[src/rtl/bsd_pkg.sv]
package bsd_pkg;
   typedef enum logic [1:0] {
      TGT_NONE  = 2'd0,
      TGT_FLASH = 2'd1,
      TGT_PCI   = 2'd2,
      TGT_TIMER = 2'd3
   } tgt_e;
endpackage

[src/rtl/bsd_ctrl_regs.sv]
module bsd_ctrl_regs #(
   parameter int SEL_W = 2
) (
   input  logic             clk,
   input  logic             rtc_rst_n,
   input  logic             plat_rst_n,
   input  logic             cfg_we,
   input  logic             cfg_addr,
   input  logic [SEL_W+1:0] cfg_wdata,
   output logic             swap_o,
   output logic             lock_o,
   output logic             fw_en_o,
   output logic             boot_dest_o,
   output logic [SEL_W-1:0] timer_sel_o
);
   localparam logic WELL_REG = 1'b0;
   localparam logic PLAT_REG = 1'b1;

   if (SEL_W < 1) begin : g_bad_sel
      $error("bsd_ctrl_regs: SEL_W must be at least 1");
   end

   logic well_wr, plat_wr;
   assign well_wr = cfg_we && (cfg_addr == WELL_REG) && !lock_o;
   assign plat_wr = cfg_we && (cfg_addr == PLAT_REG);

   // RTC-well bits: only the RTC-well reset clears them
   always_ff @(posedge clk or negedge rtc_rst_n) begin
      if (!rtc_rst_n) begin
         swap_o <= 1'b0;
         lock_o <= 1'b0;
      end else if (well_wr) begin
         swap_o <= cfg_wdata[0];
         lock_o <= cfg_wdata[1];
      end
   end

   // Platform-domain decode controls
   always_ff @(posedge clk or negedge plat_rst_n) begin
      if (!plat_rst_n) begin
         fw_en_o     <= 1'b1;
         boot_dest_o <= 1'b1;
         timer_sel_o <= '0;
      end else if (plat_wr) begin
         fw_en_o     <= cfg_wdata[0];
         boot_dest_o <= cfg_wdata[1];
         timer_sel_o <= cfg_wdata[SEL_W+1:2];
      end
   end

   // lock stays set until the RTC-well reset
   a_r11_lock_sticky : assert property (@(posedge clk) disable iff (!rtc_rst_n)
      lock_o |=> lock_o);
   // swap cannot move once locked
   a_r11_swap_frozen : assert property (@(posedge clk) disable iff (!rtc_rst_n)
      lock_o |=> $stable(swap_o));
   // a register 1 write is visible on the next cycle
   a_r10_plat_write : assert property (@(posedge clk) disable iff (!plat_rst_n)
      (cfg_we && cfg_addr) |=> (boot_dest_o == $past(cfg_wdata[1])));
endmodule

[src/rtl/bsd_range_decode.sv]
module bsd_range_decode
   import bsd_pkg::*;
#(
   parameter int          ADDR_W            = 32,
   parameter int          BLOCK_BITS        = 16,
   parameter logic [31:0] TIMER_BASE        = 32'hFED0_0000,
   parameter int          TIMER_STRIDE_BITS = 12,
   parameter int          TIMER_WIN_BITS    = 10,
   parameter int          SEL_W             = 2
) (
   input  logic [ADDR_W-1:0] addr_i,
   input  logic              swap_i,
   input  logic              fw_en_i,
   input  logic              boot_dest_i,
   input  logic [SEL_W-1:0]  timer_sel_i,
   output tgt_e              tgt_o,
   output logic [ADDR_W-1:0] addr_o,
   output logic              timer_hit_o
);
   localparam int HI_W    = ADDR_W - TIMER_STRIDE_BITS;
   localparam int GAP_W   = TIMER_STRIDE_BITS - TIMER_WIN_BITS;
   localparam int FW_LSB  = BLOCK_BITS + 1;
   localparam logic [HI_W-1:0]   TIMER_HI  = TIMER_BASE[ADDR_W-1:TIMER_STRIDE_BITS];
   localparam logic [ADDR_W-1:0] SWAP_MASK = {{(ADDR_W-1){1'b0}}, 1'b1} << BLOCK_BITS;

   if (ADDR_W != 32) begin : g_bad_aw
      $error("bsd_range_decode: only a 32-bit address space is supported");
   end
   if (FW_LSB >= ADDR_W) begin : g_bad_blk
      $error("bsd_range_decode: BLOCK_BITS too large");
   end
   if (TIMER_WIN_BITS >= TIMER_STRIDE_BITS) begin : g_bad_win
      $error("bsd_range_decode: timer window must be smaller than its stride");
   end
   if ((TIMER_BASE[TIMER_STRIDE_BITS+SEL_W-1:0]) != '0) begin : g_bad_base
      $error("bsd_range_decode: timer base must be aligned to all select values");
   end

   logic              in_fw, in_timer;
   logic [HI_W-1:0]   win_tag;

   assign in_fw   = &addr_i[ADDR_W-1:FW_LSB];
   assign win_tag = TIMER_HI + HI_W'(timer_sel_i);
   assign in_timer = (addr_i[ADDR_W-1:TIMER_STRIDE_BITS] == win_tag) &&
                     (addr_i[TIMER_STRIDE_BITS-1:TIMER_WIN_BITS] == GAP_W'(0));

   always_comb begin
      tgt_o       = TGT_NONE;
      addr_o      = addr_i;
      timer_hit_o = 1'b0;
      if (in_fw) begin
         if (!boot_dest_i) begin
            tgt_o = TGT_PCI;
         end else if (fw_en_i) begin
            tgt_o  = TGT_FLASH;
            addr_o = swap_i ? (addr_i ^ SWAP_MASK) : addr_i;
         end
      end else if (in_timer) begin
         tgt_o       = TGT_TIMER;
         timer_hit_o = 1'b1;
      end
   end
endmodule

[src/rtl/bootswap_decoder.sv]
module bootswap_decoder
   import bsd_pkg::*;
#(
   parameter int          ADDR_W            = 32,
   parameter int          BLOCK_BITS        = 16,
   parameter logic [31:0] TIMER_BASE        = 32'hFED0_0000,
   parameter int          TIMER_STRIDE_BITS = 12,
   parameter int          TIMER_WIN_BITS    = 10,
   parameter int          TIMER_SEL_W       = 2
) (
   input  logic                   clk,
   input  logic                   rtc_rst_n,
   input  logic                   plat_rst_n,
   input  logic                   cfg_we,
   input  logic                   cfg_addr,
   input  logic [TIMER_SEL_W+1:0] cfg_wdata,
   input  logic                   cyc_valid,
   input  logic [ADDR_W-1:0]      cyc_addr,
   output logic                   out_valid,
   output logic [1:0]             out_tgt,
   output logic [ADDR_W-1:0]      out_addr,
   output logic                   timer_hit
);
   logic                   swap, lock, fw_en, boot_dest;
   logic [TIMER_SEL_W-1:0] timer_sel;
   tgt_e                   dec_tgt;
   logic [ADDR_W-1:0]      dec_addr;
   logic                   dec_hit;

   bsd_ctrl_regs #(.SEL_W(TIMER_SEL_W)) u_regs (
      .clk(clk), .rtc_rst_n(rtc_rst_n), .plat_rst_n(plat_rst_n),
      .cfg_we(cfg_we), .cfg_addr(cfg_addr), .cfg_wdata(cfg_wdata),
      .swap_o(swap), .lock_o(lock), .fw_en_o(fw_en),
      .boot_dest_o(boot_dest), .timer_sel_o(timer_sel)
   );

   bsd_range_decode #(
      .ADDR_W(ADDR_W), .BLOCK_BITS(BLOCK_BITS), .TIMER_BASE(TIMER_BASE),
      .TIMER_STRIDE_BITS(TIMER_STRIDE_BITS), .TIMER_WIN_BITS(TIMER_WIN_BITS),
      .SEL_W(TIMER_SEL_W)
   ) u_dec (
      .addr_i(cyc_addr), .swap_i(swap), .fw_en_i(fw_en),
      .boot_dest_i(boot_dest), .timer_sel_i(timer_sel),
      .tgt_o(dec_tgt), .addr_o(dec_addr), .timer_hit_o(dec_hit)
   );

   always_ff @(posedge clk or negedge plat_rst_n) begin
      if (!plat_rst_n) begin
         out_valid <= 1'b0;
         out_tgt   <= TGT_NONE;
         out_addr  <= '0;
         timer_hit <= 1'b0;
      end else begin
         out_valid <= cyc_valid;
         out_tgt   <= cyc_valid ? dec_tgt : TGT_NONE;
         out_addr  <= cyc_valid ? dec_addr : '0;
         timer_hit <= cyc_valid && dec_hit;
      end
   end

   // one-cycle decode latency
   a_r2_valid_follows : assert property (@(posedge clk) disable iff (!plat_rst_n)
      cyc_valid |=> out_valid);
   a_r2_idle_follows : assert property (@(posedge clk) disable iff (!plat_rst_n)
      !cyc_valid |=> !out_valid);
   // non-flash cycles keep their address
   a_r5_nonflash_kept : assert property (@(posedge clk) disable iff (!plat_rst_n)
      (out_valid && out_tgt != TGT_FLASH) |-> (out_addr == $past(cyc_addr)));
   // flash cycles carry bit 16 flipped exactly when swap was on
   a_r4_flash_bit : assert property (@(posedge clk) disable iff (!plat_rst_n || !rtc_rst_n)
      (out_valid && out_tgt == TGT_FLASH) |->
      (out_addr[BLOCK_BITS] == ($past(cyc_addr[BLOCK_BITS]) ^ $past(swap))));
   // timer flag only with a valid timer target
   a_r8_hit_target : assert property (@(posedge clk) disable iff (!plat_rst_n)
      timer_hit |-> (out_valid && out_tgt == TGT_TIMER));
endmodule

[config.mk]
export PLATFORM = sky130hd
export DESIGN_NAME = bootswap_decoder
export DESIGN_NICKNAME = d
export VERILOG_FILES = /design/src/rtl/bsd_pkg.sv /design/src/rtl/bsd_ctrl_regs.sv /design/src/rtl/bsd_range_decode.sv /design/src/rtl/bootswap_decoder.sv
export SDC_FILE = /design/constraint.sdc
export NUM_CORES = 1
export LEC_CHECK = 0
export ABC_CLOCK_PERIOD_IN_PS = 3400
export CORE_MARGIN = 3
export CORE_UTILIZATION = 40
export DETAILED_ROUTE_END_ITERATION = 16
export GPL_TIMING_DRIVEN = 1
export PLACE_DENSITY_LB_ADDON = 0.3
export SYNTH_ARGS = -nofsm -noshare
export SYNTH_HDL_FRONTEND = slang
export SYNTH_SLANG_ARGS = --single-unit
[constraint.sdc]
create_clock -name clk -period 3.4 [get_ports clk]
set_input_delay 0.68 -clock clk [delete_from_list [all_inputs] [get_ports clk]]
set_output_delay 0.68 -clock clk [all_outputs]
set_load 0.02 [all_outputs]
==> results.json <==
{
  "min_to": "u_regs.lock_o$_DFFE_PN0P_",
  "setup.worst_path.class": "input pin to flop",
  "tightest_slew_ns": 0.842,
  "cts-root-buf": "clkbuf_8",
  "end_kind": "flop",
  "vias": 1063,
  "dr.pass1.iters": 3,
  "start_kind": "input pin",
  "drt.antenna.violating_nets": 0,
  "status": "completed",
  "maxSlewHeadroom_pct": 43.8,
  "synth.area.mux_share_pct": 3.80,
  "gp_congestion": 0.729,
  "netlist_area_um2": 1480,
  "regArea_um2": 1050,
  "tritoncts.num_buffers": 5,
  "synth_area_per_cell_um2": 14.0,
  "die_y_um": 66.8,
  "combPwrFrac_pct": 15.3,
  "grt_pass1_vias": 1098,
  "hp-start": "u_regs.lock_o$_DFFE_PN0P_",
  "whs_path_depth": 1,
  "largest_reg_flops": 32,
  "area_growth_pct": 62.7,
  "grt_overflow_total": 0,
  "synth_fa_ha_area_share_pct": 0,
  "routed_via_density": 4.52,
  "min_period_over_period_pct": 60.9,
  "reg.largest.list": "out_addr x32, out_tgt x2, u_regs.timer_sel_o x2",
  "h-tree-depth": 2,
  "top_register": "out_addr",
  "grt.total_usage_pct": 16.0,
  "syn-num-nets": 148,
  "io_pins": 78,
  "grt_max_degree": 41,
  "cts_sinks": 42,
  "seqPwrFrac_pct": 50.0,
  "p_int_w": 0.000845,
  "drtIter0Drc": 72,
  "die-area_um2": 4470,
  "crit_fanout": 3,
  "synthSimpleGateAreaFrac_pct": 20.5,
  "synth_edf_count": 0,
  "cts_buffer_depth": 2,
  "fmax_ghz": 0.483,
  "hold_buffers": 0,
  "drc": 0,
  "synth_xor_area_share_pct": 1.18,
  "cts.clk_slew.worst_paths_ns": 0.08,
  "period_needed_ns": 2.07,
  "post_cts_resized": 0,
  "hpwlAfterDp_mm": 2.53,
  "reg2reg_slack_ns": 1.91,
  "synth_compound_area_share_pct": 2.28,
  "final-hold-violation-count": 0,
  "drv_slew": 0,
  "synth-seq-cells": 42,
  "nFillCells": 247,
  "maxCapViolCount": 0,
  "tritoncts": "yes",
  "ys_types": 24,
  "synth_cells": 106,
  "fin_tns_setup_ns": 0,
  "port_buffers": 77,
  "insertion_delay_ns": 0.29,
  "rsz0062_at_grt": "no",
  "synth-warning-count": 0,
  "r2r-end": "out_addr[16]$_DFF_PN0_",
  "multi_input_area_um2": 412,
  "grt_pass1_wl_mm": 5.13,
  "finalSetupViolCount": 0,
  "holdWs_ns": 0.476,
  "totalWireLength_mm": 3.32,
  "seq_area_frac_synth_pct": 71.2,
  "nNetsFinal": 230,
  "drive_gt1_share_pct": 10.6,
  "cp.arrival_ns": 2.29,
  "post-cts-setup-buffer-count": 0,
  "synth_top_family_by_area": "simple AND/OR/NAND/NOR gates",
  "diodes": 0,
  "p_leak_nw": 1.02,
  "peakVddDrop_v": 0.000286,
  "cp.required_ns": 3.61,
  "rr_startpoint": "u_regs.boot_dest_o$_DFFE_PN1P_",
  "async_reset_ff_share_pct": 100,
  "pwr-share-clk_pct": 34.7,
  "r2r_cells": 3,
  "row_count": 21,
  "ys.flop_type": "dfrtp_1",
  "switchingPower_w": 0.000244,
  "start_util_pct": 43.0,
  "power.density_nw_per_um2": 452,
  "wire_per_inst_um": 14.1,
  "clock-skew-final_ns": 0.00315,
  "netSwitchingFraction_pct": 22.4,
  "die_w_um": 66.8,
  "fp.coreArea_um2": 3440,
  "hold_class": "flop to flop",
  "antenna_found_initial": 0
}
[cell usage after synthesis, types with 2 or more instances]
cell type	number	area (um2)
dfstp_2	2	52.6
and4_1	2	17.5
dfrtp_1	40	1000
a21oi_1	2	10.0
nand4_1	3	18.8
clkbuf_1	3	11.3
and2_2	2	15.0
and2_1	30	188
nand3_1	2	10.0
or4_1	2	15.0
mux2_2	4	45.0
xnor2_1	2	17.5
[cell usage in the layout, fill, tap and decap left out, types with 2 or more instances in the layout]
master / synthesis / final
and2_2: 2 / 2
a21oi_1: 2 / 2
or4_1: 2 / 2
clkdlybuf4s50_1: 0 / 76
and2_1: 30 / 30
nand3_1: 2 / 2
xnor2_1: 2 / 2
and4_1: 2 / 2
nand4_1: 3 / 3
dfstp_2: 2 / 2
clkinv_2: 0 / 2
dfrtp_1: 40 / 40
mux2_2: 4 / 4
clkbuf_8: 0 / 5
[metrics by stage]
step / utilization [%] / setup slack (ns) / cell area, um2 / cells / power, W
after floorplan: - / 1.69 / 1480 / 106 / 0.000612
after global placement: 66.8 / 1.13 / 2300 / 227 / 0.000718
after detailed placement: 66.8 / 1.09 / 2300 / 227 / 0.000724
after CTS: 70.0 / 1.32 / 2410 / 235 / 0.00110
after global routing: 70.0 / 1.23 / 2410 / 235 / 0.00114
final: 70.0 / 1.33 / 2410 / 235 / 0.00109
[cell type report]
type,count,area share (%)
Clock buffer,5,2.86
Clock inverter,3,1.66
Inverter,1,0.156
Multi-Input combinational cell,60,17.1
Sequential cell,42,43.7
Tap cell,46,2.39
Timing Repair Buffer,78,32.1
[per-layer routing]
metal  part of all wire, %  GRT usage [%]  wire [um]
met1                    40           18.4       1310
met2                    51           27.0       1710
met3                   7.8           5.73        260
met4                   1.2           6.09         40
met5                     0              0          0
[how the worst max path moves through the flow]
stage                            start                      to  cells after the start
after floorplan           cyc_addr[17]  out_addr[16]$_DFF_PN0_                      4
after global placement    cyc_addr[17]  out_addr[16]$_DFF_PN0_                      5
after detailed placement  cyc_addr[18]  out_addr[16]$_DFF_PN0_                      5
after CTS                 cyc_addr[17]  out_addr[16]$_DFF_PN0_                      5
after global routing      cyc_addr[17]  out_addr[16]$_DFF_PN0_                      5
final                     cyc_addr[17]  out_addr[16]$_DFF_PN0_                      5
[power groups by stage]
stage / Clock (W) / Sequential, W / Combinational [W]
3_5_place_dp: 0 / 0.000555 / 0.000169
5_1_grt: 0.000414 / 0.000548 / 0.000181
6_report: 0.000378 / 0.000545 / 0.000167
4_1_cts: 0.000386 / 0.000545 / 0.000170
3_3_place_gp: 0 / 0.000554 / 0.000165
2_1_floorplan: 0 / 0.000578 / 0.0000333
[worst max-delay path, cell delays in order]
cell and delay [ns]:
clkdlybuf4s50_1 0.50, and4_1 0.23, nand4_1 0.15, or4_1 0.55, a21boi_1 0.18
[logic make-up (layout without fill, tap and decap cells)]
group	count (synthesis)	after routing
compound gates	5	5
xor+xnor	2	2
buf+inv	4	87
flops	42	42
mux	5	5
simple gates	48	48
(Power assumes the default switching activity.)
